## src/rtl/can_mode_pkg.sv

```systemverilog
package can_mode_pkg;

    typedef enum logic [2:0] {
        MODE_RESET  = 3'd0,
        MODE_INIT   = 3'd1,
        MODE_INTEG  = 3'd2,
        MODE_NORMAL = 3'd3,
        MODE_HALT   = 3'd4
    } mode_e;

endpackage

```

## src/rtl/can_init_timer.sv

```systemverilog
module can_init_timer #(
    parameter int INIT_CYCLES = 4
) (
    input  logic clk,
    input  logic rst_n,
    input  logic start,
    output logic done
);
    localparam int TW = (INIT_CYCLES < 2) ? 1 : $clog2(INIT_CYCLES);

    typedef struct packed {
        logic          run;
        logic [TW-1:0] cnt;
    } tmr_t;

    tmr_t tmr_d, tmr_q;

    always_comb begin
        tmr_d = tmr_q;
        done  = tmr_q.run && (tmr_q.cnt == '0);
        if (start) begin
            tmr_d.run = 1'b1;
            tmr_d.cnt = TW'(INIT_CYCLES - 1);
        end else if (tmr_q.run) begin
            if (tmr_q.cnt == '0) tmr_d.run = 1'b0;
            else                 tmr_d.cnt = tmr_q.cnt - 1'b1;
        end
    end

    always_ff @(posedge clk or negedge rst_n) begin
        if (!rst_n) tmr_q <= '0;
        else        tmr_q <= tmr_d;
    end

    // done only ever fires while the timer runs and is at its last count
    assert_done_terminal_R2: assert property (@(posedge clk) disable iff (!rst_n)
        done |=> !tmr_q.run || $past(start));

endmodule

```

## src/rtl/can_recessive_cnt.sv

```systemverilog
module can_recessive_cnt #(
    parameter int JOIN_BITS = 11
) (
    input  logic clk,
    input  logic rst_n,
    input  logic clear,
    input  logic strobe,
    input  logic rx_bit,
    output logic full
);
    localparam int CW = $clog2(JOIN_BITS + 1);
    localparam logic [CW-1:0] TOP = CW'(JOIN_BITS);

    logic [CW-1:0] cnt_d, cnt_q;

    always_comb begin
        cnt_d = cnt_q;
        if (clear) begin
            cnt_d = '0;
        end else if (strobe) begin
            if (!rx_bit)         cnt_d = '0;
            else if (cnt_q != TOP) cnt_d = cnt_q + 1'b1;
        end
    end

    assign full = (cnt_q == TOP);

    always_ff @(posedge clk or negedge rst_n) begin
        if (!rst_n) cnt_q <= '0;
        else        cnt_q <= cnt_d;
    end

    assert_cnt_saturates_R5: assert property (@(posedge clk) disable iff (!rst_n)
        cnt_q <= TOP);

    assert_dominant_restarts_R5: assert property (@(posedge clk) disable iff (!rst_n)
        (strobe && !rx_bit) |=> (cnt_q == '0));

endmodule

```

## src/rtl/can_mode_seq.sv

```systemverilog
module can_mode_seq
    import can_mode_pkg::*;
#(
    parameter int               MB          = 4,
    parameter int               CFG_W       = 8,
    parameter logic [CFG_W-1:0] CFG_DEFAULT = '0,
    parameter int               INIT_CYCLES = 4,
    parameter int               JOIN_BITS   = 11
) (
    input  logic             clk,
    input  logic             rst_n,
    input  logic             ctl_we,
    input  logic             ctl_rst_req,
    input  logic             ctl_halt_req,
    input  logic             irq_clr,
    input  logic             cfg_we,
    input  logic [CFG_W-1:0] cfg_wdata,
    input  logic             tx_req_we,
    input  logic [MB-1:0]    tx_req_bits,
    input  logic             tx_cancel_we,
    input  logic [MB-1:0]    tx_cancel_bits,
    input  logic             rx_bit,
    input  logic             bit_strobe,
    input  logic             baud_ok,
    input  logic             bus_idle,
    output logic             rst_req_o,
    output logic             halt_req_o,
    output logic             rst_stat_o,
    output logic             halt_stat_o,
    output logic             mode_irq_o,
    output logic             on_bus_o,
    output logic [CFG_W-1:0] cfg_o,
    output logic [MB-1:0]    tx_pend_o,
    output logic [MB-1:0]    tx_cancel_o
);

    typedef struct packed {
        mode_e            mode;
        logic             rst_req;
        logic             halt_req;
        logic             rst_stat;
        logic             halt_stat;
        logic             irq;
        logic [CFG_W-1:0] cfg;
        logic [MB-1:0]    txp;
        logic [MB-1:0]    txc;
    } seq_t;

    seq_t st_d, st_q;

    logic halt_pend, rst_rise, irq_set, tmr_start, tmr_done, run_full;

    can_init_timer #(.INIT_CYCLES(INIT_CYCLES)) u_init_timer (
        .clk   (clk),
        .rst_n (rst_n),
        .start (tmr_start),
        .done  (tmr_done)
    );

    can_recessive_cnt #(.JOIN_BITS(JOIN_BITS)) u_run_cnt (
        .clk    (clk),
        .rst_n  (rst_n),
        .clear  (st_q.mode != MODE_INTEG),
        .strobe (bit_strobe),
        .rx_bit (rx_bit),
        .full   (run_full)
    );

    assign halt_pend = st_q.halt_req && (st_q.mode != MODE_HALT);
    assign rst_rise  = ctl_we && ctl_rst_req && !st_q.rst_req;

    always_comb begin
        st_d      = st_q;
        irq_set   = 1'b0;
        tmr_start = 1'b0;
        if (rst_rise) begin
            st_d.mode      = MODE_INIT;
            st_d.rst_req   = 1'b1;
            st_d.halt_req  = 1'b0;
            st_d.rst_stat  = 1'b0;
            st_d.halt_stat = 1'b0;
            st_d.cfg       = CFG_DEFAULT;
            st_d.txp       = '0;
            st_d.txc       = '0;
            tmr_start      = 1'b1;
        end else begin
            if (ctl_we) begin
                if (!halt_pend) st_d.halt_req = ctl_halt_req;
                if (!ctl_rst_req && st_q.mode == MODE_RESET) begin
                    st_d.rst_req = 1'b0;
                    st_d.mode    = MODE_INTEG;
                end
            end
            if (!halt_pend) begin
                if (tx_req_we)    st_d.txp = st_q.txp | tx_req_bits;
                if (tx_cancel_we) st_d.txc = st_q.txc | tx_cancel_bits;
            end
            if (cfg_we && st_q.mode == MODE_RESET) st_d.cfg = cfg_wdata;
            case (st_q.mode)
                MODE_INIT: if (tmr_done) begin
                    st_d.mode     = MODE_RESET;
                    st_d.rst_stat = 1'b1;
                    irq_set       = 1'b1;
                end
                MODE_INTEG: if (run_full && baud_ok) begin
                    st_d.mode     = MODE_NORMAL;
                    st_d.rst_stat = 1'b0;
                end
                MODE_NORMAL: if (st_q.halt_req && bus_idle && baud_ok) begin
                    st_d.mode      = MODE_HALT;
                    st_d.halt_stat = 1'b1;
                    irq_set        = 1'b1;
                end
                MODE_HALT: if (!st_q.halt_req && baud_ok) begin
                    st_d.mode      = MODE_INTEG;
                    st_d.halt_stat = 1'b0;
                end
                default: ;
            endcase
        end
        if (irq_set)      st_d.irq = 1'b1;
        else if (irq_clr) st_d.irq = 1'b0;
    end

    always_ff @(posedge clk or negedge rst_n) begin
        if (!rst_n) begin
            st_q          <= '0;
            st_q.mode     <= MODE_RESET;
            st_q.rst_req  <= 1'b1;
            st_q.rst_stat <= 1'b1;
            st_q.cfg      <= CFG_DEFAULT;
        end else begin
            st_q <= st_d;
        end
    end

    assign rst_req_o   = st_q.rst_req;
    assign halt_req_o  = st_q.halt_req;
    assign rst_stat_o  = st_q.rst_stat;
    assign halt_stat_o = st_q.halt_stat;
    assign mode_irq_o  = st_q.irq;
    assign on_bus_o    = (st_q.mode == MODE_NORMAL);
    assign cfg_o       = st_q.cfg;
    assign tx_pend_o   = st_q.txp;
    assign tx_cancel_o = st_q.txc;

    assert_join_gated_R4: assert property (@(posedge clk) disable iff (!rst_n)
        $rose(on_bus_o) |-> $past(run_full && baud_ok));

    assert_halt_exit_gated_R6: assert property (@(posedge clk) disable iff (!rst_n)
        $fell(halt_stat_o) |-> $past(baud_ok || rst_rise));

    assert_halt_entry_gated_R7: assert property (@(posedge clk) disable iff (!rst_n)
        $rose(halt_stat_o) |-> $past(baud_ok && bus_idle && halt_req_o));

    assert_halt_sticky_R8: assert property (@(posedge clk) disable iff (!rst_n)
        (halt_req_o && !halt_stat_o && !rst_rise) |=> halt_req_o);

    assert_tx_frozen_R9: assert property (@(posedge clk) disable iff (!rst_n)
        (halt_req_o && !halt_stat_o && !rst_rise) |=> ($stable(tx_pend_o) && $stable(tx_cancel_o)));

    assert_reset_wins_R10: assert property (@(posedge clk) disable iff (!rst_n)
        rst_rise |=> (!halt_req_o && !rst_stat_o && rst_req_o));

    assert_irq_cause_R11: assert property (@(posedge clk) disable iff (!rst_n)
        $rose(mode_irq_o) |-> ($rose(rst_stat_o) || $rose(halt_stat_o)));

endmodule

```

## config.mk

```make
export PLATFORM = sky130hd
export DESIGN_NAME = can_mode_seq
export DESIGN_NICKNAME = d
export VERILOG_FILES = /design/src/rtl/can_mode_pkg.sv /design/src/rtl/can_init_timer.sv /design/src/rtl/can_recessive_cnt.sv /design/src/rtl/can_mode_seq.sv
export SDC_FILE = /design/constraint.sdc
export NUM_CORES = 1
export LEC_CHECK = 0
export CORE_MARGIN = 1
export CORE_UTILIZATION = 50
export CTS_CLUSTER_SIZE = 16
export DETAILED_ROUTE_END_ITERATION = 10
export DONT_BUFFER_PORTS = 1
export PLACE_DENSITY = 0.71
export RECOVER_POWER = 25
export REMOVE_ABC_BUFFERS = 1
export SETUP_SLACK_MARGIN = 0.15
export SYNTH_ARGS = -nofsm -noshare
export SYNTH_HDL_FRONTEND = slang
export SYNTH_HIERARCHICAL = 1
export SYNTH_SLANG_ARGS = --single-unit
```

## constraint.sdc

```tcl
create_clock -name clk -period 4.5 [get_ports clk]
set_clock_uncertainty 0.2 [all_clocks]
set_input_delay 0.225 -clock clk [delete_from_list [all_inputs] [get_ports clk]]
set_output_delay 0.225 -clock clk [all_outputs]
set_load 0.05 [all_outputs]
```

==> results of run 1 <==
worst register-to-register path, cell delays in order, from the launching register on:
cell and delay, ns:
dfstp_2 0.71, nand3b_1 0.59, inv_1 0.43, a31oi_1 0.30, o21a_1 0.15, dlygate4sd3_1 0.54
where the power goes:
group          total (mW)  internal, mW  switching (mW)
registers           0.869         0.401           0.468
logic               0.367         0.189           0.178
clock network       0.153        0.0602          0.0924
total                1.39         0.650           0.738
cell type report:
cell class                 count  area share [%]
inverter                       7            1.32
tap                           44            2.77
timing repair buffer          40            19.9
multi-input combinational    117            34.1
sequential                    31            39.2
clock inverter                 2           0.631
clock buffer                   6            2.08
per-stage QoR:
stage	worst slack (ns)	cells	power (mW)	area, µm²
after global placement	2.15	199	1.12	1540
final	1.51	247	1.39	1980
after floorplan	2.40	155	1.06	1480
after CTS	1.56	247	1.39	2000
after global routing	1.32	247	1.47	1980
after detailed placement	2.04	199	1.15	1540
state kept, by name, summed over array words and instances, names as in the netlist:
| register | count |
|---|---|
| cfg_o | 8 |
| halt_req_o | 1 |
| halt_stat_o | 1 |
| mode_irq_o | 1 |
| rst_req_o | 1 |
| rst_stat_o | 1 |
| st_q | 3 |
| tx_cancel_o | 4 |
| tx_pend_o | 4 |
| u_init_timer/tmr_q | 3 |
| u_run_cnt/cnt_q | 4 |
kinds of logic after synthesis:
family,after synthesis
simple gates,74
compound gates,41
buf+inv,31
flops,31
fa+ha+maj,2
per-layer routing:
metal  track usage, %  share of wire, %  up-vias
li1                 -                 -      644
met1             25.8                40      642
met2             41.4                50       55
met3             8.30               8.8        4
met4             9.18               1.3        0
met5                0                 0        -
what timing repair did:
action                                 in CTS  in global routing
setup endpoints to repair                   0                  0
hold buffers                               40                  0
endpoints found under the hold margin      58                  0
synthesized netlist by cell type, drive strengths merged:
| master | n |
|---|---|
| or3 | 2 |
| ha | 2 |
| nor4b | 2 |
| o21a | 1 |
| or4b | 1 |
| o22ai | 2 |
| nand4b | 2 |
| a21o | 1 |
| nor2 | 3 |
| nor3b | 3 |
| a32o | 1 |
| a22o | 1 |
| and2 | 1 |
| nand3b | 3 |
| a21boi | 1 |
| a21oi | 14 |
| dfrtp | 29 |
| dfstp | 2 |
| nor2b | 2 |
| nor3 | 1 |
| nand3 | 7 |
| and3b | 2 |
| nand2b | 5 |
| o21ai | 15 |
| or2b | 1 |
| a31oi | 5 |
| clkbuf | 1 |
| and3 | 1 |
| nand2 | 35 |
| buf | 23 |
| and4bb | 3 |
| inv | 7 |
path summary, 6_finish.rpt:
kind / from / endpoint / slack, ns / cells after the start
worst max-delay path: rst_req_o$_DFFE_PN1P_ / halt_stat_o$_DFFE_PN0P_ / 1.51 / 5
worst min-delay path: tx_req_we / tx_pend_o[1]$_DFFE_PN0P_ / 0.009 / 2
worst max register to register: rst_req_o$_DFFE_PN1P_ / halt_stat_o$_DFFE_PN0P_ / 1.51 / 5
worst min register to register: u_init_timer/tmr_q[1]$_DFFE_PN0P_ / u_init_timer/tmr_q[1]$_DFFE_PN0P_ / 0.37 / 2
max in group asynchronous: rst_n / tx_pend_o[1]$_DFFE_PN0P_ / 2.57 / 2
min in group asynchronous: rst_n / tx_pend_o[3]$_DFFE_PN0P_ / 0.63 / 2
==> impl_metrics.csv, run 1 <==
group,metric,value,unit
min_path,min_path_type,"primary input to flop",
grt,grt_pass1_vias,1355,
floorplanning,core-area,0.00308,mm²
grt,grt_max_degree,32,
placement,gp_congestion,0.843,
sta,rsz0062_at_grt,"no",
synth,synthesis.area,0.00164,mm²
clocking,cts_resized,0,
synth,yosysTopAreaCell,"dfrtp_1",
pwr,ir_drop,0.512,mV
floorplanning,die_w,59.3,µm
cells_and_area,regArea,778,µm²
synth,synthXorXnorAreaFrac,0,%
worst_setup_path,cp_slowest_cell,"dfstp_2",
synth,synth_top_cell_area_share,44.2,%
sta,relSlewSlack,-4.37,%
synth,syn_avg_cell_area,9.18,µm²
cells_and_area,layout_commonest_cell,"dlygate4sd3_1",
cells_and_area,layout-drive-gt1-share,5.91,%
clocking,cts_root_buf,"clkbuf_4",
route,drt-vias-per-instance,5.45,
sta,final.setup.tns,0,ns
worst_setup_path,cp.required,4.57,ns
status,violations,"max-capacitance violations, max-slew violations",
worst_setup_path,crit_path_end_kind,"flop",
clocking,clock_latency,0.32,ns
sta,fmax,335,MHz
worst_setup_path,worstPathBufferInverterCount,2,
route,dr.pass1.iters,4,
route,drt-total-wl,3.70,mm
pwr,power_density,700,mW/mm²
sta,final.hold.worst_slack,0.00938,ns
sta,slew_viol_final,32,
worst_setup_path,start_kind,"flop",
route,drc_errors,0,
synth,synth_seq_cells,31,
synth,synthTopCellsByArea,"dfrtp_1 44%, nand2_1 8.0%, buf_4 7.8%, a21oi_1 4.3%, o21ai_0 4.3%",
clocking,clk_pin_slew_worst_paths,0.10,ns
status,status,"finished, violations left",
grt,grt_pass1_wl,5.91,mm
placement,hpwl,2.27,mm
cells_and_area,multi_input_area,677,µm²
route,vias,1345,
route,wl_per_cell,15.0,µm
cells_and_area,fin_nets,233,
synth,synth_simple_gate_area_share,25.7,%
synth,yosysSeqAreaShare,47.4,%
route,drtIter0Drc,57,
worst_setup_path,cp.arrival,3.05,ns
worst_setup_path,crit_fanout,20,
sta,fin_crit,2.99,ns
clocking,cts_made_buffers,5,
worst_setup_path,path_class,"flop to flop",
pwr,p_leak,0.863,nW
synth,synth_fa_ha_area_share,1.52,%
worst_setup_path,cp_top_family,"buffers and inverters",
grt,gr-total-overflow,0,
synth,synth_top_family_by_area,"simple AND/OR/NAND/NOR gates",
floorplanning,start_util,53.4,%
worst_setup_path,max_stage_delay,0.71,ns
clocking,cts_buffer_depth,2,
synth,synth-compound-area-share,14.0,%
clocking,htree_levels,2,
cells_and_area,syn2layout_area_growth,20.8,%
synth,ys_warn_count,6,
cells_and_area,nFillCells,269,
worst_setup_path,path_cells,"nand3b_1 > inv_1 > a31oi_1 > o21a_1 > dlygate4sd3_1",
placement,io_buffers,0,
sta,finalSetupViolCount,0,
sta,finalHoldViolCount,0,
cells_and_area,final_cell_mix,"39 x dlygate4sd3_1, 35 x nand2_1, 29 x dfrtp_1, 14 x o21ai_0, 14 x a21oi_1",
synth,synth_cell_type_count,37,
sta,period_share,66.4,%
floorplanning,die-area,0.00352,mm²
cells_and_area,antenna_cells,0,
grt,globalRouteTotalUtil,23.6,%
route,ant_nets,0,
cells_and_area,post-route-util,64.5,%
clocking,cts_sinks,31,
synth,syn_inst,179,
synth,synth.area.mux_share,0,%
run,max-cap-violations,1,
clocking,cts_tree,"done",
floorplanning,die_y,59.3,µm
grt,antenna_found_initial,0,
sta,worstMarginPinSlew,1.57,ns
floorplanning,rows,20,
floorplanning,io_pins,51,
clocking,cts_setup_buffers,0,
Note: power is estimated with default switching activity, not from simulation.
==> run 2, diff against run 1 <==
- PLACE_DENSITY: 0.71 -> 0.74
- clock period: 4.5 -> 2.5 ns (I/O delays scaled with it)
==> run 2 against run 1 <==
Against the previous run: the run still ends with max-capacitance violations, max-slew violations left; global-route usage is 1.1 points lower; highest routed layer unchanged; first-iteration DRC count is 19% lower; power is 89% higher; sequential power is 81% higher; setup slack worse by 1.3 ns; routed wire length is 1.0% higher; non-clock buffer count is 9 higher; largest power group unchanged; hold slack better by 0.042 ns.
==> impl_metrics.csv, run 2 (same netlist as run 1, synthesis figures left out) <==
group,metric,value,unit
floorplanning,io_pins,51,
worst_setup_path,rr_worst_depth,5,
clocking,htree_levels,2,
pwr,ir_drop,0.901,mV
sta,worstMarginPinSlew,1.60,ns
worst_setup_path,cp.required,2.56,ns
cells_and_area,fin_nets,242,
clocking,clock_latency,0.32,ns
status,status,"finished, violations left",
clocking,cts_buffer_depth,2,
placement,hpwl,2.14,mm
min_path,hp-start,"ctl_we",
worst_setup_path,crit_path_end_kind,"flop",
worst_setup_path,cp.arrival,2.30,ns
worst_setup_path,cp_slowest_cell,"dfstp_2",
worst_setup_path,reg2reg_slack,0.26,ns
grt,grt.busiest_layer,"met2",
floorplanning,rows,20,
floorplanning,core-area,0.00308,mm²
clocking,cts_sinks,31,
grt,globalRouteTotalUtil,22.5,%
placement,place_inst,200,
worst_setup_path,path_cells,"nand3b_1 > clkinvlp_4 > o21ai_1 > a32o_1 > dlygate4sd3_1",
worst_setup_path,reg2reg_from,"rst_req_o$_DFFE_PN1P_",
sta,fmax,446,MHz
floorplanning,die_w,59.3,µm
worst_setup_path,max_stage_delay,0.72,ns
grt,grtUsageMet3,8.08,%
worst_setup_path,reg2reg_to,"halt_req_o$_DFFE_PN0P_",
pwr,power.total,2.63,mW
clocking,cts_made_buffers,5,
cells_and_area,antenna_cells,0,
floorplanning,die-area,0.00352,mm²
grt,gr-total-overflow,0,
sta,period_share,89.8,%
min_path,hold_end,"st_q[22]$_DFF_PN0_",
status,violations,"max-capacitance violations, max-slew violations",
floorplanning,die_y,59.3,µm
min_path,min_path_type,"primary input to flop",
sta,finalSetupViolCount,0,
cells_and_area,layout_commonest_cell,"dlygate4sd3_1",
grt,grt_pass1_vias,1331,
grt,met2_usage,41.7,%
floorplanning,start_util,53.4,%
sta,relSlewSlack,-6.85,%
grt,grt_pass1_wl,5.67,mm
cells_and_area,largest_reg_flops,8,
sta,setup_slack,0.256,ns
sta,slew_viol_final,32,
cells_and_area,layout-drive-gt1-share,8.96,%
pwr,power_density,1260,mW/mm²
sta,final.setup.tns,0,ns
route,ant_nets,0,
grt,antenna_found_initial,0,
cells_and_area,final_cell_mix,"44 x dlygate4sd3_1, 35 x nand2_1, 28 x dfrtp_1, 14 x a21oi_1, 12 x o21ai_0",
worst_setup_path,path_class,"flop to flop",
clocking,clk_pin_slew_worst_paths,0.09,ns
clocking,cts_tree,"done",
worst_setup_path,start_kind,"flop",
cells_and_area,instances_no_fill,256,
route,drc_errors,0,
clocking,cts_root_buf,"clkbuf_4",
sta,rsz0062_at_grt,"no",
route,drtIter0Drc,46,
route,drt-total-wl,3.73,mm
route,vias,1399,
run,max-cap-violations,1,
route,drt-vias-per-instance,5.46,
placement,gp_congestion,0.860,
min_path,holdPathStages,4,
route,wl_per_cell,14.6,µm
sta,finalHoldViolCount,0,
cells_and_area,syn2layout_area_growth,27.4,%
sta,fin_crit,2.24,ns
pwr,p_leak,0.906,nW
worst_setup_path,crit_fanout,4,
placement,pre_cts_ws,0.670,ns
placement,io_buffers,0,
grt,grt_max_degree,32,
route,dr.pass1.iters,7,
grt,gr-usage-met1,23.0,%
## run 2: changes by cell type in the layout (fill, tap and decap cells not counted), sizes merged
| cell | delta |
|---|---|
| clkinv | -1 |
| dlygate4sd3 | +5 |
| inv | -1 |
| buf | +4 |
| clkbuf | +2 |
## run 2: per-layer routing
metal  vias to the layer above  wire length [µm]
met2                        62              1920
met3                         9               304
met5                         -                 0
met1                       661              1450
li1                        667                 -
met4                         0                58
## run 2: worst max path at each step
stage	start	to	slack [ns]
floorplan	rst_req_o$_DFFE_PN1P_	st_q[23]$_DFF_PN0_	0.40
global placement	st_q[22]$_DFF_PN0_	cfg_o[5]$_DFFE_PN0P_	0.72
detailed placement	st_q[22]$_DFF_PN0_	cfg_o[0]$_DFFE_PN0P_	0.67
CTS	rst_req_o$_DFFE_PN1P_	halt_req_o$_DFFE_PN0P_	0.18
global route	rst_n	halt_req_o$_DFFE_PN0P_	0.12
finish	rst_req_o$_DFFE_PN1P_	halt_req_o$_DFFE_PN0P_	0.26
## run 2: per-stage QoR
stage / instance area [µm²] / utilization (%) / hold WS, ns
after floorplan: 1480 / - / -0.371
after global placement: 1540 / 50.2 / -0.370
after detailed placement: 1540 / 50.2 / -0.370
after CTS: 2070 / 67.4 / 0.0232
after global routing: 2090 / 68.0 / 0.0587
final: 2090 / 68.0 / 0.0515
## run 2: power breakdown
part	internal [mW]	switching (mW)	total, mW
sequential	0.724	0.846	1.57
combinational	0.400	0.332	0.733
clock	0.165	0.161	0.326
total	1.29	1.34	2.63
## run 2: critical path: cells and delay by family, from the launching register on
family / cells / cell delay, ns
flops: 1 / 0.72
compound gates: 2 / 0.32
buf+inv: 2 / 0.71
simple gates: 1 / 0.24
## run 2: cell type report
| class | count | area [µm²] |
|---|---|---|
| Tap cell | 44 | 55.1 |
| Clock buffer | 8 | 68.8 |
| Timing Repair Buffer | 49 | 478 |
| Fill cell | 230 | 985 |
| Sequential cell | 31 | 779 |
| Inverter | 7 | 30.0 |
| Multi-Input combinational cell | 117 | 682 |
## run 2: repair_timing
action / in CTS / in global routing
buffers inserted: 0 / 3
endpoints found under the hold margin: 59 / 0
hold buffers: 45 / 0
resized for setup: 0 / 6
setup endpoints to repair: 0 / 10
==> run 3, diff against run 2 <==
--- a/constraint.sdc
+++ b/constraint.sdc
@@ -4,2 +4,2 @@
 set_output_delay 0.125 -clock clk [all_outputs]
-set_load 0.05 [all_outputs]
+set_load 0.1 [all_outputs]
==> run 3 against run 2 <==
Against the previous run: fmax up 0.42%; cell count up 7.4%; sequential share of layout area down 2.3 points; the flow still finishes with violations (max-capacitance violations, max-slew violations); critical path depth down 1; register-to-register slack about the same; via count up 8.1%; non-clock buffer count up 20; die area unchanged.
==> impl_metrics.csv, run 3 (same netlist as run 1, synthesis figures left out) <==
group,metric,value,unit
sta,relSlewSlack,-8.73,%
sta,final.setup.tns,0,ns
worst_setup_path,cp_top_family,"flip-flops",
route,drt-vias-per-instance,5.50,
route,drc_errors,0,
worst_setup_path,reg2reg_from,"st_q[22]$_DFF_PN0_",
min_path,holdPathStages,3,
worst_setup_path,cp.arrival,2.26,ns
route,drt-total-wl,4.12,mm
route,drtIter0Drc,91,
grt,grt_pass1_vias,1493,
sta,finalHoldViolCount,0,
sta,fin_crit,2.23,ns
clocking,cts_root_buf,"clkbuf_4",
grt,grt_pass1_wl,6.50,mm
worst_setup_path,start_kind,"flop",
route,ant_nets,0,
floorplanning,io_pins,51,
clocking,clock_latency,0.34,ns
sta,fmax,447,MHz
cells_and_area,final_cell_mix,"44 x dlygate4sd3_1, 35 x nand2_1, 29 x dfrtp_1, 24 x buf_4",
worst_setup_path,max_stage_delay,0.64,ns
placement,hpwl,2.41,mm
clocking,cts_made_buffers,5,
clocking,cts_sinks,31,
grt,globalRouteTotalUtil,25.4,%
worst_setup_path,reg2reg_slack,0.27,ns
route,wl_per_cell,15.0,µm
worst_setup_path,cp_slowest_cell,"dfrtp_1",
sta,slew_viol_final,32,
floorplanning,die_y,59.3,µm
sta,finalSetupViolCount,0,
worst_setup_path,crit_fanout,14,
min_path,hp-start,"bit_strobe",
min_path,hold_end,"u_run_cnt/cnt_q[2]$_DFFE_PN0P_",
status,status,"finished, violations left",
sta,period_share,89.4,%
run,max-cap-violations,1,
cells_and_area,fin_nets,262,
cells_and_area,syn2layout_area_growth,35.5,%
cells_and_area,antenna_cells,0,
cells_and_area,nFillCells,216,
clocking,clk_pin_slew_worst_paths,0.09,ns
status,violations,"max-capacitance violations, max-slew violations",
clocking,cts_buffer_depth,2,
worst_setup_path,crit_path_end_kind,"flop",
worst_setup_path,reg2reg_to,"tx_cancel_o[3]$_DFFE_PN0P_",
placement,io_buffers,0,
floorplanning,start_util,53.4,%
floorplanning,core-area,0.00308,mm²
floorplanning,die_w,59.3,µm
worst_setup_path,crit_top_cell,"o21ai_0",
grt,grt_max_degree,32,
clocking,cts_tree,"done",
min_path,min_path_type,"primary input to flop",
worst_setup_path,cp.required,2.53,ns
cells_and_area,largest_reg_flops,8,
floorplanning,die-area,0.00352,mm²
grt,gr-total-overflow,0,
worst_setup_path,path_cells,"nor3b_2 > o21ai_0 > o21ai_0 > dlygate4sd3_1",
clocking,htree_levels,2,
worst_setup_path,rr_worst_depth,4,
placement,gp_congestion,0.837,
route,dr.pass1.iters,4,
route,vias,1512,
sta,rsz0062_at_grt,"no",
cells_and_area,layout_commonest_cell,"dlygate4sd3_1",
cells_and_area,layout-drive-gt1-share,16.5,%
grt,antenna_found_initial,0,
worst_setup_path,worstPathBufferInverterCount,1,
worst_setup_path,path_class,"flop to flop",
floorplanning,rows,20,
sta,worstMarginPinSlew,1.63,ns
run 3: per-layer routing:
metal / GRT usage [%] / routed length (µm)
met2: 45.6 / 2090
met3: 8.95 / 320
met4: 8.84 / 89
met5: 0 / 0
met1: 27.4 / 1620
run 3: repair_timing:
item / in CTS / in global routing
hold endpoints to repair: 59 / 0
resized for setup: 0 / 2
hold buffers: 45 / 0
endpoints found under the setup margin: 0 / 9
setup buffers: 0 / 2
run 3: area by class of cell:
cell class / count / area [µm²] / area share (%)
clock inverter: 1 / 5.00 / 0.225
inverter: 7 / 30.0 / 1.35
clock buffer: 6 / 51.3 / 2.30
sequential: 31 / 778 / 35.0
timing repair buffer: 69 / 624 / 28.0
tap: 44 / 55.1 / 2.47
multi-input combinational: 117 / 682 / 30.6
run 3: metrics by stage:
stage,cells,util [%],hold WS [ns],setup WS [ns],instance area (µm²)
after floorplan,155,-,-0.371,0.205,1480
after global placement,221,55.3,-0.370,0.729,1700
after detailed placement,221,55.3,-0.370,0.636,1700
after CTS,273,72.1,0.00781,0.180,2220
after global routing,275,72.3,0.0293,0.180,2230
final,275,72.3,0.0237,0.265,2230
run 3: how the worst max path moves through the flow:
stage | slack, ns | startpoint | cells past startpoint | end
floorplan | 0.20 | rst_req_o$_DFFE_PN1P_ | 4 | st_q[23]$_DFF_PN0_
global placement | 0.73 | rst_req_o$_DFFE_PN1P_ | 5 | halt_req_o$_DFFE_PN0P_
detailed placement | 0.64 | rst_req_o$_DFFE_PN1P_ | 5 | st_q[23]$_DFF_PN0_
CTS | 0.18 | rst_req_o$_DFFE_PN1P_ | 6 | halt_stat_o$_DFFE_PN0P_
global route | 0.18 | st_q[22]$_DFF_PN0_ | 4 | tx_cancel_o[1]$_DFFE_PN0P_
finish | 0.27 | st_q[22]$_DFF_PN0_ | 4 | tx_cancel_o[3]$_DFFE_PN0P_
run 3: worst register-to-register path: cells and delay by family, from the launching register on:
kind	cells	cell delay, ns
buffers and inverters	1	0.58
and+or+nand+nor	1	0.13
DFF	1	0.64
AOI/OAI and AO/OA	2	0.58
Power of run 3 is not shown: default switching activity piles up to over one toggle a cycle in this logic, so the estimate is an artifact.
